===== src/rtl/bus_cond_pkg.sv =====
`timescale 1ns/1ps
// Shared types for the bus condition detector.
package bus_cond_pkg;
    typedef enum logic {
        COND_START = 1'b0,
        COND_STOP  = 1'b1
    } cond_kind_e;
endpackage


===== src/rtl/bus_sync.sv =====
`timescale 1ns/1ps
// Two-stage synchronizer for W asynchronous inputs.
// Assumes each input is a level that stays put for several clocks.
// Reset loads RST_VAL, which is the idle level of the bus lines.
module bus_sync #(
    parameter int             W       = 2,
    parameter logic [W-1:0]   RST_VAL = '1
) (
    input  logic         clk,
    input  logic         rst_n,
    input  logic [W-1:0] d,
    output logic [W-1:0] q
);
    logic [W-1:0] meta;

    // Shift the raw level through two flops.
    always_ff @(posedge clk) begin
        if (!rst_n) begin
            meta <= RST_VAL;
            q    <= RST_VAL;
        end else begin
            meta <= d;
            q    <= meta;
        end
    end
endmodule


===== src/rtl/span_counter.sv =====
`timescale 1ns/1ps
// Saturating interval counter.
// load has priority and loads load_val. Otherwise inc adds one, and the
// count holds at all ones. With neither input high, the count returns to 0.
module span_counter #(
    parameter int W = 5
) (
    input  logic         clk,
    input  logic         rst_n,
    input  logic         load,
    input  logic [W-1:0] load_val,
    input  logic         inc,
    output logic [W-1:0] count
);
    localparam logic [W-1:0] SAT = '1;

    // Load, count up with saturation, or restart.
    always_ff @(posedge clk) begin
        if (!rst_n)          count <= '0;
        else if (load)       count <= load_val;
        else if (inc)        count <= (count == SAT) ? SAT : count + 1'b1;
        else                 count <= '0;
    end
endmodule


===== src/rtl/cond_limits.sv =====
`timescale 1ns/1ps
// Selects the minimum release, setup and hold cycle counts for the mode.
// hs_mode may change at any time. Assumes every threshold fits in W bits
// with room for one more count.
module cond_limits #(
    parameter int W      = 5,
    parameter int STD_RL = 26,
    parameter int STD_SU = 13,
    parameter int STD_HD = 13,
    parameter int FST_RL = 4,
    parameter int FST_SU = 2,
    parameter int FST_HD = 2
) (
    input  logic         hs_mode,
    output logic [W-1:0] rel_min,
    output logic [W-1:0] su_min,
    output logic [W-1:0] hd_min
);
    // Choose the threshold set.
    always_comb begin
        if (hs_mode) begin
            rel_min = W'(FST_RL);
            su_min  = W'(FST_SU);
            hd_min  = W'(FST_HD);
        end else begin
            rel_min = W'(STD_RL);
            su_min  = W'(STD_SU);
            hd_min  = W'(STD_HD);
        end
    end
endmodule


===== src/rtl/bus_cond_qualifier.sv =====
`timescale 1ns/1ps
// Bus START/STOP detector with timing qualification.
// The block synchronizes both lines and looks for a data transition while
// the clock line is high. It accepts the transition only if the clock line
// had been high for more than the release minimum and the data line had held
// its old level for more than the setup minimum. The accepted transition is
// then held pending. If the clock line stays high with data steady for more
// than the hold minimum, the block emits a one-cycle pulse. If the clock
// line falls or the data line moves first, the pending event is dropped.
// Assumes synchronous active-low reset and an idle bus at reset.
module bus_cond_qualifier #(
    parameter int STD_RL = 26,
    parameter int STD_SU = 13,
    parameter int STD_HD = 13,
    parameter int FST_RL = 4,
    parameter int FST_SU = 2,
    parameter int FST_HD = 2
) (
    input  logic clk,
    input  logic rst_n,
    input  logic scl_in,
    input  logic sda_in,
    input  logic hs_mode,
    input  logic master_mode,
    input  logic irq_clr,
    output logic start_pulse,
    output logic stop_pulse,
    output logic stop_irq
);
    import bus_cond_pkg::*;

    localparam int MAX_A = (STD_RL > FST_RL) ? STD_RL : FST_RL;
    localparam int MAX_B = (STD_SU > FST_SU) ? STD_SU : FST_SU;
    localparam int MAX_C = (STD_HD > FST_HD) ? STD_HD : FST_HD;
    localparam int MAX_AB = (MAX_A > MAX_B) ? MAX_A : MAX_B;
    localparam int MAX_T  = (MAX_AB > MAX_C) ? MAX_AB : MAX_C;
    localparam int CW     = $clog2(MAX_T + 2);
    localparam logic [CW-1:0] ONE = CW'(1);

    logic [1:0]    line_s;
    logic          scl_s, sda_s, scl_d, sda_d;
    logic          sda_edge, qualified, steady_hi, fire;
    logic          pending;
    cond_kind_e    kind;
    logic [CW-1:0] rel_cnt, su_cnt, hd_cnt;
    logic [CW-1:0] rel_min, su_min, hd_min;

    bus_sync #(.W(2), .RST_VAL(2'b11)) u_sync (
        .clk(clk), .rst_n(rst_n), .d({scl_in, sda_in}), .q(line_s)
    );
    assign scl_s = line_s[1];
    assign sda_s = line_s[0];

    // Keep the previous synchronized levels for edge detection.
    always_ff @(posedge clk) begin
        if (!rst_n) begin
            scl_d <= 1'b1;
            sda_d <= 1'b1;
        end else begin
            scl_d <= scl_s;
            sda_d <= sda_s;
        end
    end

    cond_limits #(
        .W(CW), .STD_RL(STD_RL), .STD_SU(STD_SU), .STD_HD(STD_HD),
        .FST_RL(FST_RL), .FST_SU(FST_SU), .FST_HD(FST_HD)
    ) u_lim (
        .hs_mode(hs_mode), .rel_min(rel_min), .su_min(su_min), .hd_min(hd_min)
    );

    // Release span: cycles since the clock line went high.
    span_counter #(.W(CW)) u_rel (
        .clk(clk), .rst_n(rst_n), .load(1'b0), .load_val('0),
        .inc(scl_s), .count(rel_cnt)
    );

    // Setup span: cycles the data line has held its level.
    span_counter #(.W(CW)) u_su (
        .clk(clk), .rst_n(rst_n), .load(sda_s != sda_d), .load_val(ONE),
        .inc(1'b1), .count(su_cnt)
    );

    // Hold span: cycles since the accepted transition.
    span_counter #(.W(CW)) u_hd (
        .clk(clk), .rst_n(rst_n), .load(qualified), .load_val(ONE),
        .inc(pending && !fire), .count(hd_cnt)
    );

    // Decide whether a transition qualifies and when the pending one fires.
    always_comb begin
        sda_edge  = scl_s && scl_d && (sda_s != sda_d);
        qualified = sda_edge && (rel_cnt > rel_min) && (su_cnt > su_min);
        steady_hi = scl_s && (sda_s == sda_d);
        fire      = pending && steady_hi && (hd_cnt >= hd_min);
    end

    // Track the pending event and its kind.
    always_ff @(posedge clk) begin
        if (!rst_n) begin
            pending <= 1'b0;
            kind    <= COND_START;
        end else if (qualified) begin
            pending <= 1'b1;
            kind    <= sda_s ? COND_STOP : COND_START;
        end else if (fire || !steady_hi) begin
            pending <= 1'b0;
        end
    end

    // Register the pulses and the sticky interrupt (set beats clear).
    always_ff @(posedge clk) begin
        if (!rst_n) begin
            start_pulse <= 1'b0;
            stop_pulse  <= 1'b0;
            stop_irq    <= 1'b0;
        end else begin
            start_pulse <= fire && (kind == COND_START);
            stop_pulse  <= fire && (kind == COND_STOP);
            if (fire && (kind == COND_STOP) && !master_mode) stop_irq <= 1'b1;
            else if (irq_clr)                                stop_irq <= 1'b0;
        end
    end
endmodule


===== config.mk =====
export PLATFORM = sky130hd
export DESIGN_NAME = bus_cond_qualifier
export DESIGN_NICKNAME = d
export VERILOG_FILES = /design/src/rtl/bus_cond_pkg.sv /design/src/rtl/bus_sync.sv /design/src/rtl/span_counter.sv /design/src/rtl/cond_limits.sv /design/src/rtl/bus_cond_qualifier.sv
export SDC_FILE = /design/constraint.sdc
export NUM_CORES = 1
export LEC_CHECK = 0
export ABC_AREA = 1
export BUFFER_PORTS_ARGS = -buffer_cell sky130_fd_sc_hd__buf_2
export CAP_MARGIN = 10
export CORE_MARGIN = 3
export CORE_UTILIZATION = 58
export DETAILED_ROUTE_END_ITERATION = 10
export HOLD_SLACK_MARGIN = 0.1
export PLACE_DENSITY = 0.77
export SLEW_MARGIN = 40
export SYNTH_ARGS = -nofsm -noshare
export SYNTH_HDL_FRONTEND = slang
export SYNTH_SLANG_ARGS = --single-unit

===== constraint.sdc =====
create_clock -name clk -period 2 [get_ports clk]
set_clock_uncertainty 0.2 [all_clocks]
set_input_delay 0.6 -clock clk [delete_from_list [all_inputs] [get_ports clk]]
set_output_delay 0.6 -clock clk [all_outputs]
set_load 0.03 [all_outputs]

==> impl_metrics.toml <==
[worst_setup_path]
worstPathArrival_ps = 1840
crit_slowest_cell = "ha_1"
r2r-start = "u_hd.count[0]"
start_kind = "primary input"
worstSetupPathType = "primary input to register"
r2r_end = "u_hd.count[2]"
critPathMaxStageDelay_ps = 300
worstPathMaxFanout = 6
required_ps = 2030
worst_setup_path_end_kind = "register"
reg2reg_depth = 9
critPathMostFrequentCell = "inv_1"
worstPathCellList = "buf_2 > inv_1 > ha_1 > inv_1 > nor2_1 > nand3_1 > a21oi_4 > nor2_4 > nand2_4 > nor2_2"
rrSetupSlack_ps = 330

[route]
via_per_inst = 4.82
first_pass_iters = 4
drcViolationCount = 0
postRouteAntennaNets = 0
wire_per_inst_um = 10.1
first_iter_violations = 8
wirelength_um = 2170
via_count = 1031

[grt]
grtUsageMet3_pct = 3.27
met2_usage_pct = 29.7
grt_pass1_vias = 967
grt_max_degree = 16
grt_pass1_wl_um = 3780
gr-total-overflow = 0
track_usage_pct = 17.6
grt_antenna_before_repair = 0
top_usage_layer = "met2"
gr-usage-met1_pct = 21.1

[cts]
numCtsBuffers = 3
holdBufCountCts = 0
ctsLongestPathBuffers = 2
cts_tree = "yes"
htree_levels = 1
cts.repair.resized = 0
root_buffer = "clkbuf_4"
clk_pin_slew_ps = 140
insertion_delay_ps = 310
clock-sinks = 26
postCtsSetupBuffers = 0

[job]
cap_violations = 0

[finish]
multi_input_area_um2 = 734
nFillCells = 205
n_antenna_cell = 0
fin_nets = 209
drive_gt1_share_pct = 20.4
area_growth_pct = 9.79
finalNonFillerCells = 214
seq_area_um2 = 520

[synth]
yosysTopAreaCell = "dfxtp_1"
synth.area.top_cells = "dfxtp_1 38%, ha_1 14%, nand2_1 9.0%"
netlist_instances = 173
avgSynthCellArea_um2 = 7.98
ys.flop_type = "dfxtp_1"
ys_seq_area_share_pct = 37.7
synth_common_cells = "33 x nand2_1, 30 x inv_1, 26 x dfxtp_1"
netlist_area_mm2 = 0.00138
synth_most_common_cell = "nand2_1"
yosys_warnings = 0
syn_nets = 195
synth.distinct_cells = 26
synth_edf_count = 0
synth_top_area_share_pct = 37.7
synth.ff_latch_count = 26
async_reset_ff_share_pct = 0

[pwr]
ir_drop_v = 0.000580
leakagePower_nw = 0.745
p_per_area_mw_per_mm2 = 655
power_uw = 992

[timing]
period_share_pct = 90.2
hold_slack_ps = 229
finalHoldViolCount = 0
finalWorstSetupSlack_ps = 196
rsz0062_at_grt = "no"
fin_crit_ps = 1800
final_max_slew_viol_count = 0
worst_pin_slew_ps = 222
relSlewSlack_pct = 85.1
setup_violations = 0
fmax_mhz = 554

[floorplan]
chipWidth_um = 54.8
rows = 17
design.core.area_mm2 = 0.00223
die_h_um = 54.8
dieArea_mm2 = 0.00300
start_util_pct = 61.8
ioPinCount = 10

[placement]
numPortBuffers = 9
placed_cells = 210
pre_cts_ws_ps = -170
place.gp.congestion = 0.828
dp_hpwl_um = 1740

[status]
status = "complete, no violations"

[hold_path]
hp-class = "register to register"
hold_path_depth = 1
whs_endpoint = "u_sync.q[1]"
min-delay-start = "u_sync.meta[1]"
cell type report:
type	instances	share of cell area [%]
flip-flops and latches	26	34.4
well taps	28	2.31
inverters	32	7.93
clock buffers	3	1.49
clock inverters	1	1.98
multi-input cells	114	48.5
repair buffers	10	3.47
report_power, final:
| group | leakage, nW | internal (mW) | total [mW] | switching (mW) |
|---|---|---|---|---|
| clock | 0.0279 | 0.202 | 0.353 | 0.151 |
| sequential | 0.212 | 0.533 | 0.547 | 0.0135 |
| combinational | 0.505 | 0.0382 | 0.0918 | 0.0536 |
flip-flops by register name, indices dropped and copies added (netlist names):
signal,cells
pending,1
start_pulse,1
u_sync.q,2
u_su.count,5
kind,1
sda_d,1
u_hd.count,5
stop_irq,1
scl_d,1
u_sync.meta,2
u_rel.count,5
stop_pulse,1
metrics by stage:
stage	TNS (ps)	utilization, %	cell area, um2
floorplan	0	-	1380
global route	0	67.8	1520
CTS	0	67.8	1520
finish	0	67.8	1520
detailed placement	-1350	65.5	1460
global placement	-940	65.5	1460
layout by cell type, fill, tap and decap left out, drive strengths merged, types with 3 or more instances in the layout:
cell type   n
nor2       23
or2         4
buf        10
nand4       4
dfxtp      26
clkbuf      3
nand2      37
inv        32
ha         15
nand3      11
a21oi       8
logic make-up after synthesis:
group / count (synthesis) / synth area share (%)
xor gates and xnor gates: 4 / 2.54
adders and majority gates: 15 / 13.6
AOI/OAI and AO/OA: 14 / 6.98
buffers and inverters: 33 / 9.07
and+or+nand+nor: 81 / 30.1
DFF: 26 / 37.7
routing by layer:
metal | vias to the layer above | share of wire, %
met2 | 8 | 46
met5 | - | 0
met4 | 0 | 1.2
met1 | 455 | 50
li1 | 566 | -
met3 | 2 | 2.5
worst max-delay path, delay by kind of cell:
family                   cells  cell delay [ps]
AND/OR/NAND/NOR              5              380
buffers and inverters        3              310
adder cells (fa/ha/maj)      1              300
AO/OA/AOI/OAI                1              240
worst max path at each step:
| stage | from | to | slack (ps) | cells past startpoint |
|---|---|---|---|---|
| 2_1_floorplan | hs_mode | u_hd.count[1] | 110 | 9 |
| 3_3_place_gp | hs_mode | u_hd.count[3] | -120 | 10 |
| 3_5_place_dp | hs_mode | u_hd.count[2] | -170 | 10 |
| 4_1_cts | hs_mode | u_hd.count[2] | 180 | 10 |
| 5_1_grt | hs_mode | u_hd.count[1] | 80 | 12 |
| 6_report | hs_mode | u_hd.count[2] | 200 | 10 |
No activity file was read; power rests on OpenSTA's default activity.
